[src/rtl/fpt_pkg.sv]
package fpt_pkg;
  localparam int BUS_W  = 8;
  localparam int CNT_W  = 2 * BUS_W;
  localparam int N_CH   = 3;
  localparam int PSC_W  = 10;
  localparam int ADDR_W = 4;
  localparam int CS_W   = 3;
  localparam int MODE_W = 2;
  localparam int CTLB_W = 5;
  localparam int N_WIDE = 2 + N_CH;
  localparam int OVF_BIT = 2;

  localparam logic [ADDR_W-1:0] ADR_CTRL_A = 4'd0;
  localparam logic [ADDR_W-1:0] ADR_CTRL_B = 4'd1;
  localparam logic [ADDR_W-1:0] ADR_CNT_L  = 4'd2;
  localparam logic [ADDR_W-1:0] ADR_TOP_L  = 4'd4;
  localparam logic [ADDR_W-1:0] ADR_IMSK   = 4'd12;
  localparam logic [ADDR_W-1:0] ADR_IFLG   = 4'd13;
  localparam logic [ADDR_W-1:0] ADR_WIDE_LAST = ADR_CNT_L + ADDR_W'(2 * N_WIDE - 1);

  localparam logic [3:0] WAVE_FPWM_TOP = 4'b1110;

  function automatic logic cs_runs(input logic [CS_W-1:0] cs);
    return (cs >= 3'd1) && (cs <= 3'd5);
  endfunction

  function automatic logic [PSC_W-1:0] psc_limit(input logic [CS_W-1:0] cs);
    case (cs)
      3'd2:    return PSC_W'(7);
      3'd3:    return PSC_W'(63);
      3'd4:    return PSC_W'(255);
      3'd5:    return PSC_W'(1023);
      default: return '0;
    endcase
  endfunction
endpackage

[src/rtl/fpt_prescaler.sv]
module fpt_prescaler
  import fpt_pkg::*;
(
  input  logic            clk_i,
  input  logic            rst_ni,
  input  logic [CS_W-1:0] cs_i,
  output logic            tick_o
);
  logic [PSC_W-1:0] psc_q;
  logic             run;

  assign run    = cs_runs(cs_i);
  assign tick_o = run && (psc_q >= psc_limit(cs_i));

  always_ff @(posedge clk_i or negedge rst_ni) begin
    if (!rst_ni)      psc_q <= '0;
    else if (!run)    psc_q <= '0;
    else if (tick_o)  psc_q <= '0;
    else              psc_q <= psc_q + 1'b1;
  end

  // at divide-by-8 two ticks are never adjacent
  a_r2_div8_spacing: assert property (@(posedge clk_i) disable iff (!rst_ni)
    (tick_o && cs_i == 3'd2 && $past(cs_i) == 3'd2) |-> !$past(tick_o));
endmodule

[src/rtl/fpt_counter.sv]
module fpt_counter
  import fpt_pkg::*;
(
  input  logic             clk_i,
  input  logic             rst_ni,
  input  logic             tick_i,
  input  logic [CNT_W-1:0] top_i,
  input  logic             we_i,
  input  logic [CNT_W-1:0] wval_i,
  output logic [CNT_W-1:0] cnt_o,
  output logic             wrap_o
);
  logic [CNT_W-1:0] cnt_q;

  assign cnt_o  = cnt_q;
  assign wrap_o = tick_i && !we_i && (cnt_q == top_i);

  always_ff @(posedge clk_i or negedge rst_ni) begin
    if (!rst_ni)      cnt_q <= '0;
    else if (we_i)    cnt_q <= wval_i;
    else if (wrap_o)  cnt_q <= '0;
    else if (tick_i)  cnt_q <= cnt_q + 1'b1;
  end

  a_r3_hold_without_tick: assert property (@(posedge clk_i) disable iff (!rst_ni)
    (!tick_i && !we_i) |=> $stable(cnt_o));
  a_r4_wrap_returns_zero: assert property (@(posedge clk_i) disable iff (!rst_ni)
    wrap_o |=> (cnt_o == '0));
  a_r7_word_commit: assert property (@(posedge clk_i) disable iff (!rst_ni)
    we_i |=> (cnt_o == $past(wval_i)));
endmodule

[src/rtl/fpt_channel.sv]
module fpt_channel
  import fpt_pkg::*;
(
  input  logic              clk_i,
  input  logic              rst_ni,
  input  logic              tick_i,
  input  logic              wrap_i,
  input  logic [CNT_W-1:0]  cnt_i,
  input  logic [CNT_W-1:0]  cmp_i,
  input  logic [MODE_W-1:0] mode_i,
  input  logic              wave_ok_i,
  output logic              pwm_o
);
  logic [CNT_W-1:0] cmp_act_q;
  logic             lvl_q;

  always_ff @(posedge clk_i or negedge rst_ni) begin
    if (!rst_ni)     cmp_act_q <= '0;
    else if (wrap_i) cmp_act_q <= cmp_i;
  end

  always_ff @(posedge clk_i or negedge rst_ni) begin
    if (!rst_ni)                            lvl_q <= 1'b0;
    else if (wrap_i)                        lvl_q <= 1'b1;
    else if (tick_i && cnt_i == cmp_act_q)  lvl_q <= 1'b0;
  end

  assign pwm_o = wave_ok_i && mode_i[1] && (lvl_q ^ mode_i[0]);

  a_r8_cmp_only_at_wrap: assert property (@(posedge clk_i) disable iff (!rst_ni)
    !wrap_i |=> $stable(cmp_act_q));
  a_r6_set_at_wrap: assert property (@(posedge clk_i) disable iff (!rst_ni)
    wrap_i |=> lvl_q);
endmodule

[src/rtl/fpt_regs.sv]
module fpt_regs
  import fpt_pkg::*;
(
  input  logic              clk_i,
  input  logic              rst_ni,
  input  logic [ADDR_W-1:0] addr_i,
  input  logic [BUS_W-1:0]  wdata_i,
  input  logic              wr_i,
  input  logic              rd_i,
  output logic [BUS_W-1:0]  rdata_o,
  input  logic [CNT_W-1:0]  cnt_i,
  input  logic              wrap_i,
  output logic              cnt_we_o,
  output logic [CNT_W-1:0]  cnt_wval_o,
  output logic [BUS_W-1:0]  ctrl_a_o,
  output logic [CTLB_W-1:0] ctrl_b_o,
  output logic [CNT_W-1:0]  top_o,
  output logic [CNT_W-1:0]  cmp_o [N_CH],
  output logic              irq_o
);
  logic [BUS_W-1:0]  ctrl_a_q, imsk_q, tmp_q;
  logic [CTLB_W-1:0] ctrl_b_q;
  logic [CNT_W-1:0]  top_q;
  logic [CNT_W-1:0]  cmp_q [N_CH];
  logic              ovf_q;

  logic              wide, is_lo, is_hi;
  logic [ADDR_W-1:0] woff;
  logic [ADDR_W-2:0] wsel;
  logic [CNT_W-1:0]  word [N_WIDE];
  logic [CNT_W-1:0]  rd_word;

  assign wide  = (addr_i >= ADR_CNT_L) && (addr_i <= ADR_WIDE_LAST);
  assign is_hi = wide && addr_i[0];
  assign is_lo = wide && !addr_i[0];
  assign woff  = addr_i - ADR_CNT_L;
  assign wsel  = woff[ADDR_W-1:1];

  assign word[0] = cnt_i;
  assign word[1] = top_q;
  for (genvar g = 0; g < N_CH; g++) begin : g_cmp
    assign word[2+g] = cmp_q[g];
    assign cmp_o[g]  = cmp_q[g];
  end

  always_comb begin
    rd_word = '0;
    for (int i = 0; i < N_WIDE; i++)
      if (wsel == (ADDR_W-1)'(i)) rd_word = word[i];
  end

  always_ff @(posedge clk_i or negedge rst_ni) begin
    if (!rst_ni) begin
      ctrl_a_q <= '0;
      ctrl_b_q <= '0;
      imsk_q   <= '0;
      tmp_q    <= '0;
      top_q    <= '0;
      for (int i = 0; i < N_CH; i++) cmp_q[i] <= '0;
    end else if (wr_i) begin
      if (addr_i == ADR_CTRL_A) ctrl_a_q <= wdata_i;
      if (addr_i == ADR_CTRL_B) ctrl_b_q <= wdata_i[CTLB_W-1:0];
      if (addr_i == ADR_IMSK)   imsk_q   <= wdata_i;
      if (is_hi)                tmp_q    <= wdata_i;
      if (is_lo && wsel == (ADDR_W-1)'(1)) top_q <= {tmp_q, wdata_i};
      for (int i = 0; i < N_CH; i++)
        if (is_lo && wsel == (ADDR_W-1)'(2 + i)) cmp_q[i] <= {tmp_q, wdata_i};
    end else if (rd_i && is_lo) begin
      tmp_q <= rd_word[CNT_W-1:BUS_W];
    end
  end

  always_ff @(posedge clk_i or negedge rst_ni) begin
    if (!rst_ni)     ovf_q <= 1'b0;
    else if (wrap_i) ovf_q <= 1'b1;
    else if (wr_i && addr_i == ADR_IFLG && wdata_i[OVF_BIT]) ovf_q <= 1'b0;
  end

  assign cnt_we_o   = wr_i && is_lo && (wsel == '0);
  assign cnt_wval_o = {tmp_q, wdata_i};
  assign ctrl_a_o   = ctrl_a_q;
  assign ctrl_b_o   = ctrl_b_q;
  assign top_o      = top_q;
  assign irq_o      = ovf_q && imsk_q[OVF_BIT];

  always_comb begin
    rdata_o = '0;
    if (addr_i == ADR_CTRL_A)      rdata_o = ctrl_a_q;
    else if (addr_i == ADR_CTRL_B) rdata_o = BUS_W'(ctrl_b_q);
    else if (addr_i == ADR_IMSK)   rdata_o = imsk_q;
    else if (addr_i == ADR_IFLG)   rdata_o = BUS_W'(ovf_q) << OVF_BIT;
    else if (is_lo)                rdata_o = rd_word[BUS_W-1:0];
    else if (is_hi)                rdata_o = tmp_q;
  end

  a_r7_high_byte_no_commit: assert property (@(posedge clk_i) disable iff (!rst_ni)
    (wr_i && addr_i == ADR_TOP_L + 4'd1) |=> $stable(top_q));
  a_r9_flag_on_wrap: assert property (@(posedge clk_i) disable iff (!rst_ni)
    wrap_i |=> ovf_q);
  a_r9_zero_write_keeps_flag: assert property (@(posedge clk_i) disable iff (!rst_ni)
    (ovf_q && wr_i && addr_i == ADR_IFLG && !wdata_i[OVF_BIT]) |=> ovf_q);
endmodule

[src/rtl/fpwm_timer16.sv]
module fpwm_timer16
  import fpt_pkg::*;
(
  input  logic        clk_i,
  input  logic        rst_ni,
  input  logic [3:0]  addr_i,
  input  logic [7:0]  wdata_i,
  input  logic        wr_i,
  input  logic        rd_i,
  output logic [7:0]  rdata_o,
  output logic [2:0]  pwm_o,
  output logic        irq_o
);
  logic [BUS_W-1:0]  ctrl_a;
  logic [CTLB_W-1:0] ctrl_b;
  logic [CNT_W-1:0]  top, cnt, cnt_wval;
  logic [CNT_W-1:0]  cmp [N_CH];
  logic              cnt_we, tick, wrap, wave_ok;

  assign wave_ok = ({ctrl_b[4:3], ctrl_a[1:0]} == WAVE_FPWM_TOP);

  fpt_regs u_regs (
    .clk_i, .rst_ni, .addr_i, .wdata_i, .wr_i, .rd_i, .rdata_o,
    .cnt_i(cnt), .wrap_i(wrap), .cnt_we_o(cnt_we), .cnt_wval_o(cnt_wval),
    .ctrl_a_o(ctrl_a), .ctrl_b_o(ctrl_b), .top_o(top), .cmp_o(cmp), .irq_o
  );

  fpt_prescaler u_psc (.clk_i, .rst_ni, .cs_i(ctrl_b[CS_W-1:0]), .tick_o(tick));

  fpt_counter u_cnt (
    .clk_i, .rst_ni, .tick_i(tick), .top_i(top), .we_i(cnt_we),
    .wval_i(cnt_wval), .cnt_o(cnt), .wrap_o(wrap)
  );

  for (genvar g = 0; g < N_CH; g++) begin : g_ch
    fpt_channel u_ch (
      .clk_i, .rst_ni, .tick_i(tick), .wrap_i(wrap), .cnt_i(cnt), .cmp_i(cmp[g]),
      .mode_i(ctrl_a[BUS_W-1-MODE_W*g -: MODE_W]), .wave_ok_i(wave_ok), .pwm_o(pwm_o[g])
    );
  end

  // pins stay low outside fast-PWM-with-period-TOP
  a_r5_pins_off: assert property (@(posedge clk_i) disable iff (!rst_ni)
    !wave_ok |-> (pwm_o == '0));
endmodule

[config.mk]
export PLATFORM = sky130hd
export DESIGN_NAME = fpwm_timer16
export DESIGN_NICKNAME = d
export VERILOG_FILES = /design/src/rtl/fpt_pkg.sv /design/src/rtl/fpt_prescaler.sv /design/src/rtl/fpt_counter.sv /design/src/rtl/fpt_channel.sv /design/src/rtl/fpt_regs.sv /design/src/rtl/fpwm_timer16.sv
export SDC_FILE = /design/constraint.sdc
export NUM_CORES = 1
export LEC_CHECK = 0
export BUFFER_PORTS_ARGS = -buffer_cell sky130_fd_sc_hd__buf_4
export CAP_MARGIN = 20
export CELL_PAD_IN_SITES_DETAIL_PLACEMENT = 0
export CELL_PAD_IN_SITES_GLOBAL_PLACEMENT = 2
export CORE_MARGIN = 2
export CORE_UTILIZATION = 47
export DETAILED_ROUTE_END_ITERATION = 10
export GPL_TIMING_DRIVEN = 1
export MAX_ROUTING_LAYER = met4
export PLACE_DENSITY_LB_ADDON = 0.1
export REMOVE_ABC_BUFFERS = 1
export SETUP_SLACK_MARGIN = 0.05
export SYNTH_ARGS = -nofsm -noshare
export SYNTH_HDL_FRONTEND = slang
export SYNTH_SLANG_ARGS = --single-unit
[constraint.sdc]
create_clock -name clk_i -period 7.8 [get_ports clk_i]
set_input_delay 0.39 -clock clk_i [delete_from_list [all_inputs] [get_ports clk_i]]
set_output_delay 0.39 -clock clk_i [all_outputs]
set_load 0.005 [all_outputs]
* After elaboration in Yosys (flattened, before gate mapping)
Cells that the tools add are included.
Word-level totals: bits in registers 171, bits of input ports 16, output and inout bits 12, word-level logic and storage cells 117
Operators by class: $add $sub $neg 3, $lt $le $gt $ge 5, eq/ne operators 17, multiplexer cells 28, bitwise logic cells 3, reductions and logical operators 44
Operators by type and width (count):
- $mux 16 | 8
- $mux 8 | 9
- $eq 16x16->1 | 4
- $pmux 10 s4 | 1
- $logic_and 1x1->1 | 26
- $mux 10 | 2
- $add 16x1->16 const B | 1
- $reduce_and 2->1 | 8
- $eq 3x2->1 const B | 4
- $eq 4x4->1 const B | 3
- $add 10x1->10 const B | 1
- $ge 10x10->1 | 1
- $reduce_bool 2->1 | 5
- $eq 3x3->1 const B | 3
- $mux 1 | 8
- $eq 4x1->1 const B | 1
- $ge 4x2->1 const B | 1
- $le 4x4->1 const B | 1
- $logic_not 4->1 | 1
- $sub 4x2->4 const B | 1
- $eq 3x1->1 const B | 1
- $ge 3x1->1 const B | 1
- $le 3x3->1 const B | 1
- $logic_not 3->1 | 1
- 4 further kinds | 7

* Depth between registers and ports, before layout
Gate-level depths: netlist of run 1.
depth in word-level cells 12, depth in mapped cells 11, mapped depth without buffers 10

* Cells and area by module
From an unflattened synthesis of run 1, not the netlist that was laid out.
Second synthesis, totals: cells, all modules 802, area total of the unflattened synthesis 9502.9 µm²
Modules (own cells, without submodules):
- fpt_regs | instances 1, cells each 416, area an instance 4974.8 µm², seq. area each 2352.3 µm²
- fpt_channel | instances 3, cells each 61, area an instance 835.8 µm², seq. area each 425.4 µm²
- fpt_counter | instances 1, cells each 121, area an instance 1171.1 µm², seq. area each 400.4 µm²
- fpt_prescaler | instances 1, cells each 81, area an instance 839.6 µm², seq. area each 250.2 µm²
- fpwm_timer16 | instances 1, cells each 1, area an instance 10.0 µm², seq. area each 0.0 µm²

* Worst setup path after synthesis of run 1
Ideal clock, no wire load.
path type register to register, from reg u_regs.ctrl_b_q[1], in the netlist u_regs.ctrl_b_o[1], to reg u_cnt.cnt_q[11], in the netlist u_cnt.cnt_o[11], arrival time 2.628 ns, slack 5.046 ns, cell stages (with the launch flop) 12, path buffers 1, clock period less this slack 2.754 ns, cells stage by stage dfrtp_1 inv_1 ha_1 a21oi_1 ha_1 a2111o_1 a31oi_1 o21ai_1 a21boi_2 buf_2 nor2_1 a221o_1
On the way: cells in the longest elaborated chain, start to end 8, elaborated cells on any way between the ends 15
RTL lines:
- start: declaration | RTL line fpt_regs.sv:22 | logic [CTLB_W-1:0] ctrl_b_q;
- start signal: assignment | RTL line fpt_regs.sv:62 | if (addr_i == ADR_CTRL_B) ctrl_b_q <= wdata_i[CTLB_W-1:0];
- $eq 3x3->1 / $eq 3x2->1 (equally long branches) | RTL line fpt_pkg.sv:28 | case (cs)
- $pmux 10 s4 | RTL line fpt_pkg.sv:28
- $ge 10x10->1 | RTL line fpt_prescaler.sv:13 | assign tick_o = run && (psc_q >= psc_limit(cs_i));
- $logic_and 1x1->1 * | RTL line fpt_prescaler.sv:13
- $logic_and 1x1->1 (2 in series) | RTL line fpt_counter.sv:16 | assign wrap_o = tick_i && !we_i && (cnt_q == top_i);
- $mux 16 | RTL line fpt_counter.sv:21 | else if (wrap_o) cnt_q <= '0;
- $mux 16 | RTL line fpt_counter.sv:20 | else if (we_i) cnt_q <= wval_i;
- end signal: assignment | RTL line fpt_counter.sv:20
- end signal: assignment | RTL line fpt_counter.sv:22 | else if (tick_i) cnt_q <= cnt_q + 1'b1;
- end: declaration | RTL line fpt_counter.sv:13 | logic [CNT_W-1:0] cnt_q;
Every way passes the cells marked *; elsewhere a longest branch is shown, timed or not. A chain may end at the register's enable or synchronous reset.

* Worst setup path in the final report of run 1
from reg u_regs.ctrl_b_q[1], in the netlist u_regs.ctrl_b_o[1], to reg g_ch[2].u_ch.cmp_act_q[1]
On the way: cells in the longest elaborated chain, start to end 6, elaborated cells on any way between the ends 12
RTL lines:
- $eq 3x3->1 / $eq 3x2->1 (equally long branches) | RTL line fpt_pkg.sv:28
- $pmux 10 s4 | RTL line fpt_pkg.sv:28
- $ge 10x10->1 | RTL line fpt_prescaler.sv:13
- $logic_and 1x1->1 * | RTL line fpt_prescaler.sv:13
- $logic_and 1x1->1 * (2 in series) | RTL line fpt_counter.sv:16
- end signal: assignment | RTL line fpt_channel.sv:19 | else if (wrap_i) cmp_act_q <= cmp_i;
- end: declaration | RTL line fpt_channel.sv:14 | logic [CNT_W-1:0] cmp_act_q;
Marks and branches as above.

==> metrics.cfg, run 1 <==
[clock_network]
htreeDepth=4
cts-root-buf=clkbuf_16
clkTransAtPathRegs_ns=0.07
clockBufferDepth=2
numCtsBuffers=17
hold_buffers=0
post_cts_buffers=0
clk_latency_ns=0.44
post_cts_resized=0
cts.sinks=171
cts_tree=yes

[logic_synthesis]
syn_area_mm2=0.00927
async_flop_share_pct=100
ys_types=57
synth_warnings=0
synth_edf_count=0
ys_ff_latch=171
syn_avg_cell_area_um2=11.6
synthCells=801
ys_seq_area_share_pct=46.2
synth_flop_cell=dfrtp_1

[routing]
drc=0
drt_pre_antenna_iters=5
vias_per_cell=5.83
drtIter0Drc=520
num_vias=6232
ant_nets=0
wl_um=25800
wl_per_cell_um=24.1

[floorplan]
dieArea_mm2=0.0209
rows=51
fp.coreArea_mm2=0.0194
die-width_um=144
initial_core_util_pct=47.8
die_h_um=144
ios=28

[grt]
grt_pass1_vias=6349
grt_max_degree=95
grt_pass1_wl_um=39800
overflow=0
grt_usage_pct=27.0
antenna_found_initial=1

[worst_setup_path]
critPathCaptureType=flip-flop
critical_path_arrival_ns=4.39
crit_buf_inv=4
crit_path_max_fanout=39
cp-start-kind=flip-flop
crit_type=flip-flop to flip-flop
path_cells=inv_1 -> ha_1 -> inv_1 -> ha_1 -> a21o_1 -> a31oi_1 -> o21ai_1 -> a21boi_2 -> buf_4 -> nor3_4 -> buf_4 -> mux2_2
crit_required_ns=8.12
slowest_stage=nor3_4
crit_family=buffers and inverters
cpPeakStageDelay_ns=0.80

[pwr]
switching_power_uw=944
ir_drop_uv=163
p_clk_share_pct=31.3
p_sw_share_pct=34.4
power_density_mw_per_mm2=271
power.share.sequential_pct=46.5
cellInternalPower_mw=1.80
finalPower_mw=2.74
p_leak_nw=4.69
p_comb_share_pct=22.2

[timing]
setup-tns-final_ns=0
max_freq_mhz=246
rsz0062_at_grt=no
finalSetupViolations=0
post-route-period-util_pct=52.2
finalCriticalPeriod_ns=4.07
worst_slew_pin_slew_ns=1.13
relSlewSlack_pct=24.6
final_max_slew_viol_count=0
finClkSkew_ns=0.0146
hold_viol=0

[min_path]
worstHoldPathType=primary input to asynchronous set/reset pin

[placed_design]
dp.cells=1036
hpwlAfterDp_um=16900
gp_congestion=0.865
port_buffers=27

[cells_and_area]
fin_nets=821
layout_common_cells=dfrtp_1 (171), mux2_2 (93), xor2_1 (73)
layout-drive-gt1-share_pct=25.5
layout.cells.non_filler=1069
nFillCells=1764
layout.cells.most_common=dfrtp_1
area_growth_pct=9.17

[status]
status=finished clean

[flow_run]
maxCapViolCount=0

[power by group through the flow]
stage          clock (mW)  sequential [mW]  combinational [mW]
3_5_place_dp            0             1.29               0.606
4_1_cts             0.874             1.27               0.610
3_3_place_gp            0             1.28               0.600
2_1_floorplan           0             1.21               0.413
5_1_grt             0.920             1.30               0.673
6_report            0.859             1.27               0.608
[synth_stat cells, drive strengths merged, types with 15 or more instances]
library cell	number	area share (%)
dfrtp	171	46
mux2	139	19
xor2	73	6.9
nand2	48	1.9
buf	39	2.7
o21ai	31	1.7
mux2i	30	3.2
nor2	27	1.1
clkbuf	25	1.0
o22ai	22	1.5
a22oi	20	1.6
nand3	20	1.1
nor4	18	1.2
ha	15	2.0
[layer usage]
metal | share of wire, % | GRT usage [%]
met1 | 47 | 37.7
met2 | 47 | 40.5
met3 | 3.5 | 4.21
met4 | 2.4 | 9.04
met5 | 0 | -
[cell type report]
cell class	instances	area, µm²	area share, %
Clock buffer	19	443	4.38
Inverter	14	52.6	0.520
Clock inverter	13	148	1.46
Timing Repair Buffer	34	259	2.56
Sequential cell	171	4280	42.3
Multi-Input combinational cell	552	4600	45.5
Tap cell	265	332	3.28
Antenna cell	1	2.50	0.0247
[final timing paths]
check | from | endpoint | slack (ns) | depth (start not counted)
max | u_regs.ctrl_b_o[1]$_DFFE_PN0P_ | g_ch[2].u_ch.cmp_act_q[1]$_DFFE_PN0N_ | 3.73 | 12
min | rst_ni | u_psc.psc_q[2]$_DFF_PN0_ | 0.04 | 1
max reg2reg | u_regs.ctrl_b_o[1]$_DFFE_PN0P_ | g_ch[2].u_ch.cmp_act_q[1]$_DFFE_PN0N_ | 3.73 | 12
min reg2reg | u_psc.psc_q[0]$_DFF_PN0_ | u_psc.psc_q[0]$_DFF_PN0_ | 0.51 | 1
max in group asynchronous | rst_ni | g_ch[0].u_ch.cmp_act_q[13]$_DFFE_PN0N_ | 6.18 | 2
min in group clk_i | wdata_i[5] | u_regs.cmp_o[21]$_DFFE_PN0P_ | 0.28 | 2
[cell families after synthesis]
kind of cell,after synthesis,synth area share [%]
multiplexers,169,21.8
AND/OR/NAND/NOR,164,9.28
AO/OA/AOI/OAI,129,9.43
XOR/XNOR,75,7.09
flip-flops,171,46.2
adder cells (fa/ha/maj),15,2.03
buffers and inverters,78,4.24
[state kept, by name (all words and copies together) (netlist names)]
name	flops
u_regs.ovf_q	1
g_ch.u_ch.lvl_q	3
u_regs.tmp_q	8
u_regs.imsk_q	8
g_ch.u_ch.cmp_act_q	48
u_regs.top_o	16
u_regs.cmp_o	48
u_regs.ctrl_a_o	8
u_cnt.cnt_o	16
u_psc.psc_q	10
u_regs.ctrl_b_o	5
[through the flow]
stage	cell area, µm²	setup slack, ns	utilization [%]	hold WS, ns
after floorplan	8920	3.66	-	0.0944
after global placement	9520	3.87	49.1	0.491
after detailed placement	9520	3.76	49.1	0.496
after CTS	10100	3.72	52.1	0.0822
after global routing	10100	3.40	52.1	0.114
final	10100	3.73	52.1	0.0426
No activity file was read; power rests on OpenSTA's default activity.
==> run 2, diff against run 1 <==
--- a/config.mk
+++ b/config.mk
@@ -10,7 +10,7 @@
 export CELL_PAD_IN_SITES_DETAIL_PLACEMENT = 0
 export CELL_PAD_IN_SITES_GLOBAL_PLACEMENT = 2
 export CORE_MARGIN = 2
-export CORE_UTILIZATION = 47
+export CORE_UTILIZATION = 39
 export DETAILED_ROUTE_END_ITERATION = 10
 export GPL_TIMING_DRIVEN = 1
 export MAX_ROUTING_LAYER = met4
==> constraint.sdc (replaced) <==
create_clock -name clk_i -period 3.4 [get_ports clk_i]
set_input_delay 0.17 -clock clk_i [delete_from_list [all_inputs] [get_ports clk_i]]
set_output_delay 0.17 -clock clk_i [all_outputs]
set_load 0.005 [all_outputs]
==> run 2 against run 1 <==
Net effect:
- global-route usage shrank 3.3 points
- register-to-register slack lost 3.5 ns
- wire length grew 5.2%
- critical path depth shrank 1
- flip-flop and latch count is the same
- sequential share of layout area shrank 0.88 points
- cell count grew 6.7%
- first-iteration DRC count shrank 24%
- critical path type unchanged
- core utilization shrank 8.0 points
- setup slack lost 3.5 ns
- largest power group unchanged
- largest cell class unchanged
- die area grew 20%
- combinational power grew 150%
==> metrics.cfg, run 2 (synthesis gave the netlist of run 1 again) <==
[floorplan]
die_h_um=158
ios=28
dieArea_mm2=0.0250
fp.coreArea_mm2=0.0234
die-width_um=158
initial_core_util_pct=39.6
rows=56

[pwr]
p_sw_share_pct=34.0
switching_power_mw=2.15
cellInternalPower_mw=4.17
power_density_mw_per_mm2=612
ir_drop_uv=247
p_clk_share_pct=30.7
p_comb_share_pct=23.9
power.share.sequential_pct=45.4
p_leak_nw=4.77

[cells_and_area]
area_growth_pct=11.5
layout_common_cells=dfrtp_1 (171), mux2_2 (93), xor2_1 (73)
layout-drive-gt1-share_pct=27.1
finish.utilization_pct=44.1
layout.cells.non_filler=1141
layout.cells.most_common=dfrtp_1
fin_nets=840
fin_area_mm2=0.0103
diodes=0
nFillCells=2231

[routing]
drtIter0Drc=395
ant_nets=0
drc=0
vias_per_cell=5.55
wl_per_cell_um=23.8
wl_um=27100
num_vias=6338
drt_pre_antenna_iters=5

[timing]
max_freq_mhz=318
worst_slew_pin_slew_ns=0.951
finalCriticalPeriod_ns=3.14
hold_viol=0
final_max_slew_viol_count=0
setup-tns-final_ns=0
rsz0062_at_grt=yes
finClkSkew_ns=0.0129
finalSetupViolations=0
relSlewSlack_pct=36.4
post-route-period-util_pct=92.4

[placed_design]
gp_congestion=0.844
hpwlAfterDp_um=18500
dp.cells=1108
port_buffers=27
placed_area_mm2=0.00974

[clock_network]
clkTransAtPathRegs_ns=0.07
cts_tree=yes
htreeDepth=4
clockBufferDepth=2
clk_latency_ns=0.43
cts.sinks=171
numCtsBuffers=17
cts-root-buf=clkbuf_16

[grt]
grt_max_degree=83
antenna_found_initial=0
overflow=0
grt_usage_pct=23.7
grt_pass1_wl_um=42300
grt_pass1_vias=6516

[worst_setup_path]
crit_type=flip-flop to flip-flop
critical_path_arrival_ns=3.45
crit_path_max_fanout=23
critPathCaptureType=flip-flop
cp-start-kind=flip-flop
crit_required_ns=3.70

[status]
status=finished clean

[min_path]
worstHoldPathType=primary input to flip-flop

[flow_run]
maxCapViolCount=0

run 2: cell count changes in the layout (fill, tap and decap cells not counted), sizes merged:
cell	delta
dlygate4sd3	+1
clkbuf	+2
buf	+18
clkinv	+1
inv	-5
clkinvlp	+2
diode	-1
run 2: cell type report:
cell class	instances	area [µm²]	area share, %
tap	319	399	3.86
sequential	171	4280	41.4
multi-input combinational	552	4600	44.5
inverter	14	52.6	0.509
timing repair buffer	53	420	4.07
clock buffer	21	470	4.55
clock inverter	11	109	1.05
run 2: metrics by stage:
stage	total power, mW	setup WS [ns]	hold WS (ns)
finish	6.32	0.258	0.0528
floorplan	3.72	-0.736	-0.126
global route	6.66	0.0371	0.0545
CTS	6.36	0.265	0.0454
detailed placement	4.42	0.297	0.284
global placement	4.39	0.349	0.291
run 2: per-layer routing:
metal  wire [µm]  share of wire (%)  GRT usage [%]  vias up
li1            -                  -              -     2915
met1       13100                 48           33.5     3272
met2       12800                 47           36.3      128
met3         840                3.1           3.23       23
met4         443                1.6           5.92        0
met5           0                  0              -        -
run 2: critical path, cell delays in order (launching register included):
cell,delay [ns]
dfrtp_1,0.42
inv_1,0.11
ha_1,0.22
a21oi_1,0.23
ha_1,0.31
a2111o_1,0.41
a31oi_1,0.15
o21ai_1,0.16
a21boi_2,0.28
nor3_4,0.09
buf_4,0.28
mux2_1,0.37
run 2: final timing paths:
check / startpoint / end / slack, ns / cells after the start
max reg2reg: u_regs.ctrl_b_o[1]$_DFFE_PN0P_ / g_ch[0].u_ch.cmp_act_q[10]$_DFFE_PN0N_ / 0.26 / 11
max: u_regs.ctrl_b_o[1]$_DFFE_PN0P_ / g_ch[0].u_ch.cmp_act_q[10]$_DFFE_PN0N_ / 0.26 / 11
min: wdata_i[6] / u_regs.top_o[6]$_DFFE_PN0P_ / 0.05 / 2
min reg2reg: u_psc.psc_q[0]$_DFF_PN0_ / u_psc.psc_q[0]$_DFF_PN0_ / 0.51 / 1
max in group asynchronous: rst_ni / u_regs.top_o[5]$_DFFE_PN0P_ / 2.10 / 3
min in group asynchronous: rst_ni / u_psc.psc_q[4]$_DFF_PN0_ / 0.36 / 2
run 2: what timing repair did:
| action | in CTS | in global routing |
|---|---|---|
| setup buffers | 0 | 0 |
| hold buffers | 1 | 0 |
| setup endpoints to repair | 0 | 1 |
| gates resized for setup | 0 | 1 |
| endpoints found under the hold margin | 78 | 0 |
run 2: power groups by stage:
stage | Sequential (mW) | Clock [mW] | Combinational (mW)
after floorplan | 2.77 | 0 | 0.947
after global placement | 2.89 | 0 | 1.50
after detailed placement | 2.90 | 0 | 1.51
after CTS | 2.87 | 1.98 | 1.52
after global routing | 2.93 | 2.06 | 1.67
final | 2.87 | 1.94 | 1.51
==> run 3, diff against run 2 <==
--- a/config.mk
+++ b/config.mk
@@ -14,7 +14,7 @@
 export DETAILED_ROUTE_END_ITERATION = 10
 export GPL_TIMING_DRIVEN = 1
 export MAX_ROUTING_LAYER = met4
-export PLACE_DENSITY_LB_ADDON = 0.1
+export PLACE_DENSITY = 0.77
 export REMOVE_ABC_BUFFERS = 1
 export SETUP_SLACK_MARGIN = 0.05
 export SYNTH_ARGS = -nofsm -noshare
==> run 3 against run 2 <==
Net effect:
- core utilization up 1.1 points
- worst hold slack better by 0.0054 ns
- setup slack better by 0.057 ns
- critical endpoint is now u_cnt.cnt_o[11]$_DFFE_PN0P_
- global-route usage down 0.50 points
- critical path type unchanged
- sequential power down 3%
- first-iteration DRC count down 1.3%
- cell count up 2.1%
- highest routed layer unchanged
- critical path depth unchanged
- final area up 2.6%
==> metrics.cfg, run 3 (synthesis gave the netlist of run 1 again) <==
[clock_network]
clk_latency_ns=0.44
numCtsBuffers=17
htreeDepth=4
clockBufferDepth=2
cts.sinks=171
post_cts_resized=0
clkTransAtPathRegs_ns=0.07
cts-root-buf=clkbuf_16
cts_tree=yes

[cells_and_area]
nFillCells=2207
fin_nets=866
area_growth_pct=14.3
layout.cells.most_common=dfrtp_1
diodes=0
layout_common_cells=dfrtp_1 (171), mux2_2 (93), xor2_1 (73), buf_4 (73), nand2_1 (48)
fin_area_mm2=0.0106
layout-drive-gt1-share_pct=29.2
finish.utilization_pct=45.3

[timing]
holdWs_ns=0.0582
relSlewSlack_pct=46.5
finClkSkew_ns=0.0182
post-route-period-util_pct=90.7
worst_slew_pin_slew_ns=0.794
max_freq_mhz=324
finalCriticalPeriod_ns=3.08
final_max_slew_viol_count=0
setup-tns-final_ns=0
rsz0062_at_grt=no
hold_viol=0
finalSetupViolations=0

[grt]
overflow=0
antenna_found_initial=0
grt_max_degree=78
grt_usage_pct=23.3
grt_pass1_vias=6768
grt_pass1_wl_um=41500

[pwr]
ir_drop_uv=337
p_leak_nw=4.93
power_density_mw_per_mm2=615
finalPower_mw=6.52

[worst_setup_path]
crit_required_ns=3.70
critPathCaptureType=flip-flop
path_cells=buf_4 -> ha_1 -> a21oi_1 -> ha_1 -> a2111o_1 -> a31oi_1 -> o21ai_1 -> a21boi_2 -> buf_4 -> nor2_1 -> a221o_1
cpPeakStageDelay_ns=0.41
slowest_stage=a2111o_1
critical_path_arrival_ns=3.39
r2r-start=u_regs.ctrl_b_o[2]$_DFFE_PN0P_
startpoint=u_regs.ctrl_b_o[2]$_DFFE_PN0P_
cp-start-kind=flip-flop
crit_family=compound AO/OA/AOI/OAI gates
crit_buf_inv=2
crit_type=flip-flop to flip-flop
crit_path_max_fanout=22

[floorplan]
rows=56
dieArea_mm2=0.0250
die_h_um=158
initial_core_util_pct=39.6
fp.coreArea_mm2=0.0234
die-width_um=158
ios=28

[routing]
drc=0
ant_nets=0
vias_per_cell=5.61
drt_pre_antenna_iters=5
drtIter0Drc=390
num_vias=6535
wl_um=26800
wl_per_cell_um=23.0

[min_path]
worstHoldPathType=primary input to flip-flop
worst_hold_startpoint=wdata_i[5]

[status]
status=finished clean

[flow_run]
maxCapViolCount=0

[placed_design]
port_buffers=27
hpwlAfterDp_um=18800
gp_congestion=0.882
placed_area_mm2=0.00988

[run 3: cell count changes in the layout (fill, tap and decap cells not counted), moves of 2 or more]
cell	change
clkinvlp_4	-2
clkbuf_8	-2
bufinv_16	+3
buf_12	+3
buf_4	+24
inv_6	-3
[run 3: path summary, 6_finish.rpt]
check	endpoint	slack, ns	cells after the start
setup / recovery	u_cnt.cnt_o[11]$_DFFE_PN0P_	0.32	11
min in group asynchronous	u_regs.imsk_q[4]$_DFFE_PN0P_	0.23	2
setup reg to reg	u_cnt.cnt_o[11]$_DFFE_PN0P_	0.32	11
max in group asynchronous	u_regs.cmp_o[9]$_DFFE_PN0P_	2.10	3
hold reg to reg	u_psc.psc_q[0]$_DFF_PN0_	0.51	1
hold / removal	u_cnt.cnt_o[5]$_DFFE_PN0P_	0.06	2
[run 3: metrics by stage]
step           cells  setup slack [ns]
4_1_cts         1155             0.108
3_5_place_dp    1124             0.151
5_1_grt         1165             0.117
6_report        1165             0.316
2_1_floorplan    737            -0.736
3_3_place_gp    1124             0.229
[run 3: metal layers]
layer | GRT usage [%] | routed length [µm] | up-vias
met4 | 6.44 | 462 | 0
met2 | 36.3 | 13000 | 161
met1 | 31.8 | 12100 | 3388
li1 | - | - | 2963
met5 | - | 0 | -
met3 | 3.37 | 1200 | 23
[run 3: power breakdown]
group,leakage [nW],internal (mW),total (mW),switching (mW)
clock network,0.295,1.24,2.06,0.823
registers,2.22,2.40,2.78,0.374
logic,2.42,0.764,1.68,0.912
total,4.93,4.41,6.52,2.11
[run 3: what timing repair did]
action / 4_1_cts / 5_1_grt
setup buffers: 0 / 10
hold endpoints to repair: 43 / 0
hold buffers: 1 / 0
endpoints found under the setup margin: 0 / 36
[run 3: cell type report]
class,count,area (µm²),share of cell area (%)
Multi-Input combinational cell,552,4600,43.4
Sequential cell,171,4280,40.4
Timing Repair Buffer,79,649,6.13
Clock buffer,19,443,4.18
Tap cell,319,399,3.77
Clock inverter,11,171,1.62
Inverter,14,52.6,0.496
